$ cat config.mk
export PLATFORM = sky130hd
export DESIGN_NAME = chan_seq
export DESIGN_NICKNAME = d
export VERILOG_FILES = /design/src/rtl/chan_seq_pkg.sv /design/src/rtl/line_tracker.sv /design/src/rtl/pixel_phase.sv /design/src/rtl/color_lookup.sv /design/src/rtl/chan_seq.sv
export SDC_FILE = /design/constraint.sdc
export NUM_CORES = 1
export LEC_CHECK = 0
export BUFFER_PORTS_ARGS = -buffer_cell sky130_fd_sc_hd__buf_4
export CORE_MARGIN = 10
export CORE_UTILIZATION = 35
export CTS_CLUSTER_DIAMETER = 200
export DETAILED_ROUTE_END_ITERATION = 8
export SLEW_MARGIN = 25
export SYNTH_ARGS = -nofsm -noshare
export SYNTH_HDL_FRONTEND = slang
export SYNTH_SLANG_ARGS = --single-unit
$ cat constraint.sdc
create_clock -name clk -period 2.1 [get_ports clk]
set_input_delay 0.525 -clock clk [delete_from_list [all_inputs] [get_ports clk]]
set_output_delay 0.525 -clock clk [all_outputs]
set_load 0.005 [all_outputs]
$ cat src/rtl/chan_seq_pkg.sv
package chan_seq_pkg;

    localparam int unsigned IDX_W = 2;
    localparam int unsigned PER_W = IDX_W + 1;

    typedef enum logic [1:0] {
        CH_RED   = 2'd0,
        CH_GREEN = 2'd1,
        CH_BLUE  = 2'd2
    } chan_e;

    typedef enum logic [2:0] {
        MD_LINE   = 3'd0,
        MD_PIXEL  = 3'd1,
        MD_RSVD   = 3'd2,
        MD_MONO_R = 3'd3,
        MD_MONO_G = 3'd4,
        MD_MONO_B = 3'd5,
        MD_MOSAIC = 3'd6,
        MD_STRIPE = 3'd7
    } mode_e;

    typedef enum logic [1:0] {
        ST_IDLE   = 2'd0,
        ST_BLANK  = 2'd1,
        ST_ACTIVE = 2'd2
    } seq_state_e;

    // number of distinct lines before a pattern repeats
    function automatic logic [PER_W-1:0] line_period(input mode_e m);
        logic [PER_W-1:0] p;
        unique case (m)
            MD_LINE:              p = PER_W'(3);
            MD_MOSAIC, MD_STRIPE: p = PER_W'(2);
            default:              p = PER_W'(1);
        endcase
        return p;
    endfunction

    // number of pixel positions before the colour order repeats
    function automatic logic [PER_W-1:0] pixel_period(input mode_e m);
        logic [PER_W-1:0] p;
        unique case (m)
            MD_PIXEL:  p = PER_W'(3);
            MD_MOSAIC: p = PER_W'(2);
            MD_STRIPE: p = PER_W'(4);
            default:   p = PER_W'(1);
        endcase
        return p;
    endfunction

endpackage

$ cat src/rtl/line_tracker.sv
module line_tracker
    import chan_seq_pkg::*;
(
    input  logic             clk,
    input  logic             rst_n,
    input  logic             line_load,
    input  logic             mode_wr,
    input  mode_e            mode_in,
    output logic [IDX_W-1:0] line_idx,
    output mode_e            line_mode
);

    logic             pend_q;
    logic [IDX_W-1:0] line_q;
    mode_e            mode_q;
    logic             restart_eff;
    logic [PER_W-1:0] lp;
    logic [PER_W-1:0] line_inc;
    logic [IDX_W-1:0] line_next;

    always_comb begin
        restart_eff = pend_q | mode_wr;
        lp          = line_period(mode_in);
        line_inc    = {1'b0, line_q} + PER_W'(1);
        if (restart_eff || (line_inc >= lp)) begin
            line_next = '0;
        end else begin
            line_next = line_inc[IDX_W-1:0];
        end
    end

    always_ff @(posedge clk or negedge rst_n) begin
        if (!rst_n) begin
            pend_q <= 1'b1;
            line_q <= '0;
            mode_q <= MD_LINE;
        end else if (line_load) begin
            pend_q <= 1'b0;
            line_q <= line_next;
            mode_q <= mode_in;
        end else begin
            pend_q <= restart_eff;
        end
    end

    assign line_idx  = line_q;
    assign line_mode = mode_q;

    // an armed or coincident restart puts the pattern on its first line
    assert_restart_line0_R9: assert property (@(posedge clk) disable iff (!rst_n)
        (line_load && (pend_q || mode_wr)) |=> (line_q == '0));

endmodule

$ cat src/rtl/pixel_phase.sv
module pixel_phase
    import chan_seq_pkg::*;
(
    input  logic             clk,
    input  logic             rst_n,
    input  logic             line_load,
    input  logic             step,
    input  mode_e            line_mode,
    output logic [IDX_W-1:0] pix_idx
);

    logic [IDX_W-1:0] pix_q;
    logic [PER_W-1:0] pp;
    logic [PER_W-1:0] pix_inc;

    always_comb begin
        pp      = pixel_period(line_mode);
        pix_inc = {1'b0, pix_q} + PER_W'(1);
    end

    always_ff @(posedge clk or negedge rst_n) begin
        if (!rst_n) begin
            pix_q <= '0;
        end else if (line_load) begin
            pix_q <= '0;
        end else if (step) begin
            pix_q <= (pix_inc >= pp) ? '0 : pix_inc[IDX_W-1:0];
        end
    end

    assign pix_idx = pix_q;

    // each line begins at pixel position zero
    assert_line_start_R7: assert property (@(posedge clk) disable iff (!rst_n)
        line_load |=> (pix_q == '0));

    // the position stays inside the current pattern length
    assert_phase_range_R3: assert property (@(posedge clk) disable iff (!rst_n)
        ({1'b0, pix_q} < pixel_period(line_mode)));

endmodule

$ cat src/rtl/color_lookup.sv
module color_lookup
    import chan_seq_pkg::*;
(
    input  mode_e            line_mode,
    input  logic [IDX_W-1:0] line_idx,
    input  logic [IDX_W-1:0] pix_idx,
    output chan_e            in_ch,
    output chan_e            color_ch
);

    always_comb begin
        in_ch    = CH_BLUE;
        color_ch = CH_RED;
        unique case (line_mode)
            MD_LINE: begin
                in_ch    = chan_e'(line_idx);
                color_ch = chan_e'(line_idx);
            end
            MD_PIXEL: begin
                in_ch    = CH_BLUE;
                color_ch = chan_e'(pix_idx);
            end
            MD_RSVD, MD_MONO_R: begin
                in_ch    = CH_RED;
                color_ch = CH_RED;
            end
            MD_MONO_G: begin
                in_ch    = CH_GREEN;
                color_ch = CH_GREEN;
            end
            MD_MONO_B: begin
                in_ch    = CH_BLUE;
                color_ch = CH_BLUE;
            end
            MD_MOSAIC: begin
                in_ch = CH_BLUE;
                if (pix_idx[0]) color_ch = line_idx[0] ? CH_GREEN : CH_RED;
                else            color_ch = line_idx[0] ? CH_BLUE  : CH_GREEN;
            end
            MD_STRIPE: begin
                in_ch = CH_BLUE;
                if (pix_idx[0])                color_ch = CH_GREEN;
                else if (pix_idx[1] == line_idx[0]) color_ch = CH_RED;
                else                           color_ch = CH_BLUE;
            end
        endcase
    end

endmodule

$ cat src/rtl/chan_seq.sv
module chan_seq
    import chan_seq_pkg::*;
(
    input  logic       clk,
    input  logic       rst_n,
    input  logic       line_sync,
    input  logic       conv_done,
    input  logic [2:0] mode_code,
    input  logic       mode_written,
    output logic [1:0] in_sel,
    output logic [1:0] color_sel
);

    seq_state_e       state_q, state_d;
    logic             line_load;
    logic             step;
    logic [IDX_W-1:0] line_idx;
    logic [IDX_W-1:0] pix_idx;
    mode_e            line_mode;
    chan_e            in_ch;
    chan_e            color_ch;

    // state register
    always_ff @(posedge clk or negedge rst_n) begin
        if (!rst_n) state_q <= ST_IDLE;
        else        state_q <= state_d;
    end

    // transitions
    always_comb begin
        state_d = state_q;
        unique case (state_q)
            ST_IDLE:   if (line_sync)  state_d = ST_BLANK;
            ST_BLANK:  if (!line_sync) state_d = ST_ACTIVE;
            ST_ACTIVE: if (line_sync)  state_d = ST_BLANK;
            default:                   state_d = ST_IDLE;
        endcase
    end

    // per-state outputs
    always_comb begin
        line_load = 1'b0;
        step      = 1'b0;
        unique case (state_q)
            ST_BLANK:  line_load = !line_sync;
            ST_ACTIVE: step      = !line_sync && conv_done;
            default: begin
                line_load = 1'b0;
                step      = 1'b0;
            end
        endcase
    end

    line_tracker u_line (
        .clk       (clk),
        .rst_n     (rst_n),
        .line_load (line_load),
        .mode_wr   (mode_written),
        .mode_in   (mode_e'(mode_code)),
        .line_idx  (line_idx),
        .line_mode (line_mode)
    );

    pixel_phase u_pix (
        .clk       (clk),
        .rst_n     (rst_n),
        .line_load (line_load),
        .step      (step),
        .line_mode (line_mode),
        .pix_idx   (pix_idx)
    );

    color_lookup u_lut (
        .line_mode (line_mode),
        .line_idx  (line_idx),
        .pix_idx   (pix_idx),
        .in_ch     (in_ch),
        .color_ch  (color_ch)
    );

    assign in_sel    = in_ch;
    assign color_sel = color_ch;

    // the input select moves only when a line starts
    assert_mux_hold_R2: assert property (@(posedge clk) disable iff (!rst_n)
        !line_load |=> $stable(in_sel));

    // nothing moves during blanking
    assert_blank_hold_R8: assert property (@(posedge clk) disable iff (!rst_n)
        line_sync |=> ($stable(color_sel) && $stable(in_sel)));

    // before the first line the outputs stay at red
    assert_idle_red_R1: assert property (@(posedge clk) disable iff (!rst_n)
        (state_q == ST_IDLE) |-> (in_sel == 2'd0 && color_sel == 2'd0));

endmodule

* Word-level counts from Yosys, hierarchy flattened
Index checks and enable logic that the tools add are counted.
** Operators by class
- Add/sub/neg operators :: 2
- $lt $le $gt $ge :: 2
- Mux-type cells :: 19
- Equal/unequal tests :: 14
- Reduce and logical (&&, ||, !) cells :: 12
- Bitwise operators :: 1
** Operators with widths (count)
- two-way mux 2 bit :: 10
- == test 3 bit, second input constant :: 6
- case mux 2 bit (7 select lines) :: 1
- case mux 3 bit (3 select lines) :: 1
- case mux 2 bit (2 select lines) :: 2
- case mux 2 bit (4 select lines) :: 1
- adder 2 x 1 -> 3 bit, second input constant :: 2
- == test 3 x 2 -> 1 bit, second input constant :: 2
- zero test 3 bit :: 2
- OR reduction 2 bit :: 3
- two-way mux 1 bit :: 4
- OR reduction 4 bit :: 1
- == test 3 x 1 -> 1 bit, second input constant :: 1
- >= comparator 3 x 2 -> 1 bit :: 1
- >= comparator 3 bit :: 1
- == test 2 x 1 -> 1 bit, second input constant :: 1
- == test 2 bit, second input constant :: 1
- zero test 2 bit :: 1
- inequality test 2 x 1 -> 1 bit, second input constant :: 1
- inequality test 2 bit, second input constant :: 1
- AND reduction 2 bit :: 1
- nonzero test 2 bit :: 1
- == test 1 bit :: 1
- logical AND 1 bit :: 1
- other kinds (3) :: 3
** Word-level totals
- Input bits :: 8
- Output and inout port bits :: 4
- Word-level logic and storage cells :: 55
- Flip-flop bits (word level) :: 10

* Longest topological paths before layout
Gate-level depths: netlist (run 1).
- Depth after elaboration :: 6
- Depth in mapped cells :: 9
- Mapped depth without buffers :: 8

* Hierarchy
Synthesis (run 1) repeated with hierarchy kept, for this count alone.
** Unflattened totals
- Cells, all modules :: 77
- Area total of the unflattened synthesis :: 778.2 um^2
** Modules (own cells, without submodules)
- line_tracker :: cells an instance 28, area each 346.6 um^2, instances 1
- pixel_phase :: cells an instance 23, area each 202.7 um^2, instances 1
- color_lookup :: cells an instance 19, area each 138.9 um^2, instances 1
- chan_seq :: cells an instance 7, area each 90.1 um^2, instances 1

* Least setup slack after synthesis (run 1)
No wires, ideal clock.
- Path kind :: register to output
- From :: reg u_line.line_q[0], in the netlist u_line.line_idx[0]
- To :: out color_sel[0]
- Slack :: 0.415 ns
- Data required time :: 1.575 ns
- Arrival time :: 1.160 ns
- Stages on the path, launching flop included :: 4
- Path through :: dfrtp_1 -> ha_1 -> o21ai_0 -> a221oi_1
** Between the ends
- Cells in the longest elaborated chain, start to end :: 3
** Ends and longest elaborated chain
- from (decl) :: RTL line line_tracker.sv:14 : logic [IDX_W-1:0] line_q;
- from (signal assigned) :: RTL line line_tracker.sv:39 : line_q <= line_next;
- two-way mux 2 bit / two-way mux 1 bit (equally long branches) :: RTL line color_lookup.sv:38, color_lookup.sv:37
- two-way mux 2 bit :: RTL line color_lookup.sv:37 : if (pix_idx[0]) color_ch = line_idx[0] ? CH_GREEN : CH_RED;
- case mux 2 bit (7 select lines) * :: RTL line color_lookup.sv:14 : unique case (line_mode)
- to (decl) :: RTL line chan_seq.sv:11 : output logic [1:0] color_sel
Mark *: on every way between the ends. The rest lies on a longest branch, timed or not.

* Worst setup path after layout (run 1)
- From :: reg u_line.line_q[0], in the netlist u_line.line_idx[0]
- To :: out color_sel[1]
** Between the ends
- Cells in the longest elaborated chain, start to end :: 4
** Ends and longest elaborated chain
- == test 1 bit :: RTL line color_lookup.sv:43 : else if (pix_idx[1] == line_idx[0]) color_ch = CH_RED;
- two-way mux 2 bit :: RTL line color_lookup.sv:43
- two-way mux 2 bit :: RTL line color_lookup.sv:42 : if (pix_idx[0]) color_ch = CH_GREEN;
- case mux 2 bit (7 select lines) * :: RTL line color_lookup.sv:14
Marked as above.

==> impl_metrics.py, run 1 <==
metrics = {
    "global_route": {
        "grt_start_max_net_pins": 13,
        "antenna_found_initial": 0,
        "grt_first_pass_wirelength_um": 2440,
        "gr-total-overflow": 0,
        "grt_pass1_vias": 585,
        "grt_usage_pct": 7.28,
    },
    "timing": {
        "skew_ps": 2.46,
        "fin_tns_setup_ps": 0,
        "max_freq_mhz": 515,
        "setup_viol": 0,
        "setup_ws_ps": 158,
        "tightest_slew_ps": 332,
        "rsz0062_at_grt": "no",
        "period_minus_slack_ps": 1940,
        "fin_crit_sh_pct": 92.5,
        "hold_violations": 0,
        "maxSlewViolCount": 0,
        "relSlewSlack_pct": 77.8,
    },
    "critical_path": {
        "slowest_stage": "dfrtp_1",
        "end_kind": "output pin",
        "start_kind": "flip-flop",
        "path_common_cell": "buf_4",
        "required_ps": 1570,
        "crit_family": "flip-flops",
        "crit_path_max_fanout": 8,
        "critPathMaxStageDelay_ps": 390,
        "path_class": "flip-flop to output pin",
        "arrival_ps": 1420,
        "crit_buf_inv": 2,
        "path_cells": "buf_4 > xor2_1 > a31oi_1 > o32ai_1 > buf_4",
    },
    "clock_tree": {
        "cts_tree": "built",
        "clkTransAtPathRegs_ps": 70,
        "clk-insertion-delay-late_ps": 260,
        "htree_levels": 1,
        "clk_path_buf_depth": 2,
        "cts_inserted_buffers": 3,
        "root_buffer": "clkbuf_4",
        "clkSinkCount": 10,
    },
    "finish": {
        "final_core_util_pct": 44.7,
        "multi_input_area_um2": 419,
        "final_nets": 108,
        "diodes": 0,
        "final_area_um2": 868,
        "regArea_um2": 251,
        "area.growth.synth_to_final_pct": 23.0,
        "final.fill_count": 205,
        "drive_gt1_share_pct": 26.4,
    },
    "die": {
        "die_x_um": 64.9,
        "ios": 12,
        "fp.dieH_um": 64.9,
        "coreArea_mm2": 0.00194,
        "die_area_mm2": 0.00421,
        "start_util_pct": 36.3,
        "rows": 16,
    },
    "place": {
        "dpl_cell_area_um2": 825,
        "post-place-ws_ps": 305,
        "dp_hpwl_um": 1070,
        "gp_congestion": 0.672,
        "port_buffers": 11,
    },
    "synth": {
        "synth_area_um2": 706,
        "yosysMostFrequentCell": "dfrtp_1",
        "synth_top_area_share_pct": 31.9,
        "synth_area_leader_cell": "dfrtp_1",
        "synth_area_leaders": "dfrtp_1 32%, ha_1 12%, a21oi_1 4.3%",
        "synthCells": 76,
        "synth-seq-cells": 10,
        "ys.flop_type": "dfrtp_1",
        "yosysWarnings": 0,
        "synth_seq_area_share_pct": 35.6,
        "avgSynthCellArea_um2": 9.29,
        "ys_top_cells_by_count": "9 x dfrtp_1, 7 x ha_1, 7 x nand2_1",
        "synthArstFlopShare_pct": 100,
        "synth_cell_type_count": 29,
        "synth_fp_nets": 92,
        "synth-edff-count": 0,
    },
    "power_and_ir_drop": {
        "sw_frac_of_total_pct": 32.3,
        "total_power_w": 0.000658,
        "seqPwrFrac_pct": 40.8,
        "p_leak_nw": 0.385,
        "comb_power_share_pct": 33.2,
        "clkPwrFrac_pct": 26.1,
        "p_per_area_mw_per_mm2": 758,
        "switchingPower_w": 0.000213,
        "ir_worst_vdd_uv": 349,
        "p_int_w": 0.000445,
    },
    "route": {
        "firstDrtPassIters": 3,
        "drt_iter0_markers": 8,
        "avgViaCountPerCell": 4.89,
        "antenna_left": 0,
        "drc": 0,
        "finalWirelength_um": 1320,
        "post_drt_wl_per_cell_um": 11.2,
        "vias": 577,
    },
    "hold_path": {
        "hold_class": "primary input to asynchronous set/reset pin",
    },
    "run": {
        "maxCapViolCount": 0,
    },
    "run_status": {
        "run_status": "finished, final reports clean",
    },
}
worst register-to-register path, stage by stage (launching register included):
cell and delay (ps):
dfrtp_1 400, buf_4 150, ha_1 300, ha_1 290
nand2_1 60, o21ai_0 80, or3_1 320, a21oi_1 140
power by group through the flow:
stage / Sequential, W / Combinational [W] / Clock (W)
6_report: 0.000268 / 0.000218 / 0.000171
5_1_grt: 0.000276 / 0.000253 / 0.000192
4_1_cts: 0.000269 / 0.000217 / 0.000181
3_5_place_dp: 0.000273 / 0.000215 / 0
3_3_place_gp: 0.000272 / 0.000210 / 0
2_1_floorplan: 0.000241 / 0.000160 / 0
final cells by class:
class                      count  area share (%)
clock buffer                   4            4.18
inverter                       4            1.73
multi-input combinational     58            48.3
sequential                    10            29.0
tap                           27            3.89
timing repair buffer          15            13.0
routing by layer:
| layer | share of wire [%] | vias to the layer above | track usage [%] |
|---|---|---|---|
| li1 | - | 300 | - |
| met1 | 51 | 267 | 8.52 |
| met2 | 44 | 8 | 11.0 |
| met3 | 4.5 | 2 | 2.58 |
| met4 | 0.61 | 0 | 4.81 |
| met5 | 0 | - | 0 |
sequential cells by signal, summed over array words and instances, names as in the netlist:
register,cells
u_pix.pix_idx,2
u_line.line_mode,3
u_line.pend_q,1
state_q,2
u_line.line_idx,2
cell usage in the layout, fill, tap and decap left out, drive strengths merged:
cell type | synthesis | final
o22ai | 1 | 1
a31oi | 1 | 1
nand4bb | 1 | 1
nor2 | 5 | 5
a221oi | 1 | 1
a21oi | 6 | 6
nor3 | 3 | 3
xnor2 | 1 | 1
dfrtp | 9 | 9
fa | 1 | 1
clkbuf | 2 | 4
nand3 | 1 | 1
nor3b | 3 | 3
ha | 7 | 7
nand2b | 3 | 3
nor2b | 2 | 2
buf | 2 | 15
o32ai | 1 | 1
or3 | 2 | 2
dfstp | 1 | 1
mux2 | 2 | 2
nand2 | 7 | 7
inv | 4 | 4
nand3b | 2 | 2
a21boi | 1 | 1
o21ai | 6 | 6
xor2 | 1 | 1
per-stage QoR:
step                      instances  hold slack, ps
after CTS                       117            67.1
after floorplan                  76             229
after global routing            118            61.2
after global placement          113             358
final                           118            76.3
after detailed placement        113             361
final timing paths:
check / from / endpoint / slack [ps] / cells past startpoint
min in group clk: line_sync / state_q[1] / 430 / 2
setup reg to reg: u_pix.pix_idx[0] / u_pix.pix_idx[1] / 280 / 7
hold / removal: rst_n / u_line.line_mode[0] / 80 / 1
max in group asynchronous: rst_n / u_line.pend_q / 1810 / 1
hold reg to reg: state_q[0] / state_q[0] / 520 / 1
setup / recovery: u_line.line_idx[0] / color_sel[1] / 160 / 5
what timing repair did:
action                     in CTS  in global routing
setup endpoints to repair       0                  2
hold buffers                    0                  0
resized for setup               0                  2
hold endpoints to repair        0                  0
setup buffers                   0                  1
cell families after synthesis:
logic type                 count (synthesis)  synth area share [%]
AOI/OAI and AO/OA                         17                  13.8
xor gates and xnor gates                   2                  2.48
adders and majority gates                  8                  15.2
buffers and inverters                      8                  4.96
DFF                                       10                  35.6
muxes                                      2                  3.19
and+or+nand+nor                           29                  24.6
(Power assumes the default switching activity.)
==> run 2: changes to the inputs <==
--- a/config.mk
+++ b/config.mk
@@ -10,6 +10,7 @@
 export CORE_UTILIZATION = 35
 export CTS_CLUSTER_DIAMETER = 200
 export DETAILED_ROUTE_END_ITERATION = 8
+export RECOVER_POWER = 25
 export SLEW_MARGIN = 25
 export SYNTH_ARGS = -nofsm -noshare
 export SYNTH_HDL_FRONTEND = slang
==> impl_metrics.py, run 2 (synthesis gave the netlist of run 1 again) <==
metrics = {
    "timing": {
        "max_freq_mhz": 515,
        "setup_viol": 0,
        "maxSlewViolCount": 0,
        "relSlewSlack_pct": 64.2,
        "period_minus_slack_ps": 1940,
        "tightest_slew_ps": 536,
        "skew_ps": 2.46,
        "hold_violations": 0,
        "hold_ws_ps": 211,
        "fin_tns_setup_ps": 0,
        "setup_ws_ps": 158,
        "rsz0062_at_grt": "no",
        "fin_crit_sh_pct": 92.5,
    },
    "critical_path": {
        "slowest_stage": "dfrtp_1",
        "worst_r2r_endpoint": "u_pix.pix_idx[1]",
        "arrival_ps": 1420,
        "end_kind": "output pin",
        "critPathMaxStageDelay_ps": 390,
        "crit_path_max_fanout": 8,
        "path_common_cell": "buf_4",
        "required_ps": 1570,
        "r2r_cells": 7,
        "path_class": "flip-flop to output pin",
        "reg2reg_slack_ps": 280,
        "regToRegStartpoint": "u_pix.pix_idx[0]",
        "start_kind": "flip-flop",
        "path_cells": "buf_4 > xor2_1 > a31oi_1 > o32ai_1 > buf_4",
    },
    "finish": {
        "layoutNonFillerInstCount": 118,
        "area.growth.synth_to_final_pct": 22.5,
        "layout_commonest_cell": "buf_4",
        "diodes": 0,
        "drive_gt1_share_pct": 25.3,
        "largest_reg_flops": 3,
        "final_nets": 108,
        "final_cell_mix": "14 x buf_4, 9 x dfrtp_1, 7 x nand2_1, 7 x ha_1, 6 x a21oi_1",
    },
    "global_route": {
        "grt_start_max_net_pins": 13,
        "grt_first_pass_wirelength_um": 2440,
        "gr-total-overflow": 0,
        "antenna_found_initial": 0,
        "grt_pass1_vias": 585,
        "grt_usage_pct": 7.28,
    },
    "die": {
        "coreArea_mm2": 0.00194,
        "ios": 12,
        "start_util_pct": 36.3,
        "die_x_um": 64.9,
        "fp.dieH_um": 64.9,
        "die_area_mm2": 0.00421,
        "rows": 16,
    },
    "clock_tree": {
        "cts_inserted_buffers": 3,
        "cts_tree": "built",
        "clk_path_buf_depth": 2,
        "root_buffer": "clkbuf_4",
        "clkTransAtPathRegs_ps": 70,
        "ctsHoldBuffers": 0,
        "clk-insertion-delay-late_ps": 260,
        "clkSinkCount": 10,
        "htree_levels": 1,
    },
    "route": {
        "vias": 577,
        "drc": 0,
        "avgViaCountPerCell": 4.89,
        "drt_iter0_markers": 8,
        "firstDrtPassIters": 3,
        "antenna_left": 0,
        "finalWirelength_um": 1320,
        "post_drt_wl_per_cell_um": 11.2,
    },
    "power_and_ir_drop": {
        "comb_power_share_pct": 33.1,
        "clkPwrFrac_pct": 26.1,
        "p_per_area_mw_per_mm2": 760,
        "sw_frac_of_total_pct": 32.4,
        "total_power_w": 0.000657,
        "p_leak_nw": 0.382,
        "switchingPower_w": 0.000213,
        "p_int_w": 0.000444,
        "seqPwrFrac_pct": 40.8,
        "ir_worst_vdd_uv": 349,
    },
    "place": {
        "post-place-ws_ps": 305,
        "dp_hpwl_um": 1070,
        "dp.cells": 113,
        "gp_congestion": 0.672,
        "port_buffers": 11,
    },
    "hold_path": {
        "hold_class": "primary input to asynchronous set/reset pin",
    },
    "run": {
        "maxCapViolCount": 0,
    },
    "run_status": {
        "run_status": "finished, final reports clean",
    },
}
-- run 2: how the worst max path moves through the flow --
stage                                  start            to  cells after the start
after CTS                   u_pix.pix_idx[0]  color_sel[0]                      5
final                     u_line.line_idx[0]  color_sel[1]                      5
after global placement      u_pix.pix_idx[0]  color_sel[0]                      5
after floorplan           u_line.line_idx[0]  color_sel[0]                      3
after global routing        u_pix.pix_idx[0]  color_sel[0]                      5
after detailed placement    u_pix.pix_idx[0]  color_sel[0]                      5
-- run 2: per-layer routing --
metal  track usage, %  vias to the layer above  wire length (um)
met2             11.0                        8               582
li1                 -                      300                 -
met1             8.52                      267               667
met4             4.81                        0                 8
met5                0                        -                 0
met3             2.58                        2                59
-- run 2: per-stage QoR --
step	util [%]	cell area (um2)
5_1_grt	44.5	865
4_1_cts	44.3	861
3_5_place_dp	42.5	825
3_3_place_gp	42.5	825
2_1_floorplan	-	706
6_report	44.5	865
-- run 2: repair_timing --
| action | CTS | global route |
|---|---|---|
| endpoints found under the hold margin | 0 | 0 |
| setup endpoints to repair | 0 | 2 |
| buffers inserted | 0 | 1 |
| gates resized for setup | 0 | 2 |
-- run 2: power by group through the flow --
stage / Clock [W] / Sequential (W) / Combinational [W]
final: 0.000171 / 0.000268 / 0.000217
after global routing: 0.000192 / 0.000276 / 0.000252
after CTS: 0.000181 / 0.000269 / 0.000217
after detailed placement: 0 / 0.000273 / 0.000215
after global placement: 0 / 0.000272 / 0.000210
after floorplan: 0 / 0.000241 / 0.000160
-- run 2: cell type report --
cell class / instances / area [um2]
Clock buffer: 4 / 36.3
Fill cell: 206 / 1080
Inverter: 4 / 15.0
Multi-Input combinational cell: 58 / 419
Sequential cell: 10 / 251
Tap cell: 27 / 33.8
Timing Repair Buffer: 15 / 109
-- run 2: worst max-delay path: cells and delay by family, from the launching register on --
kind	cells	cell delay, ps
DFF	1	390
xor gates and xnor gates	1	160
buffers and inverters	2	320
AOI/OAI and AO/OA	2	290
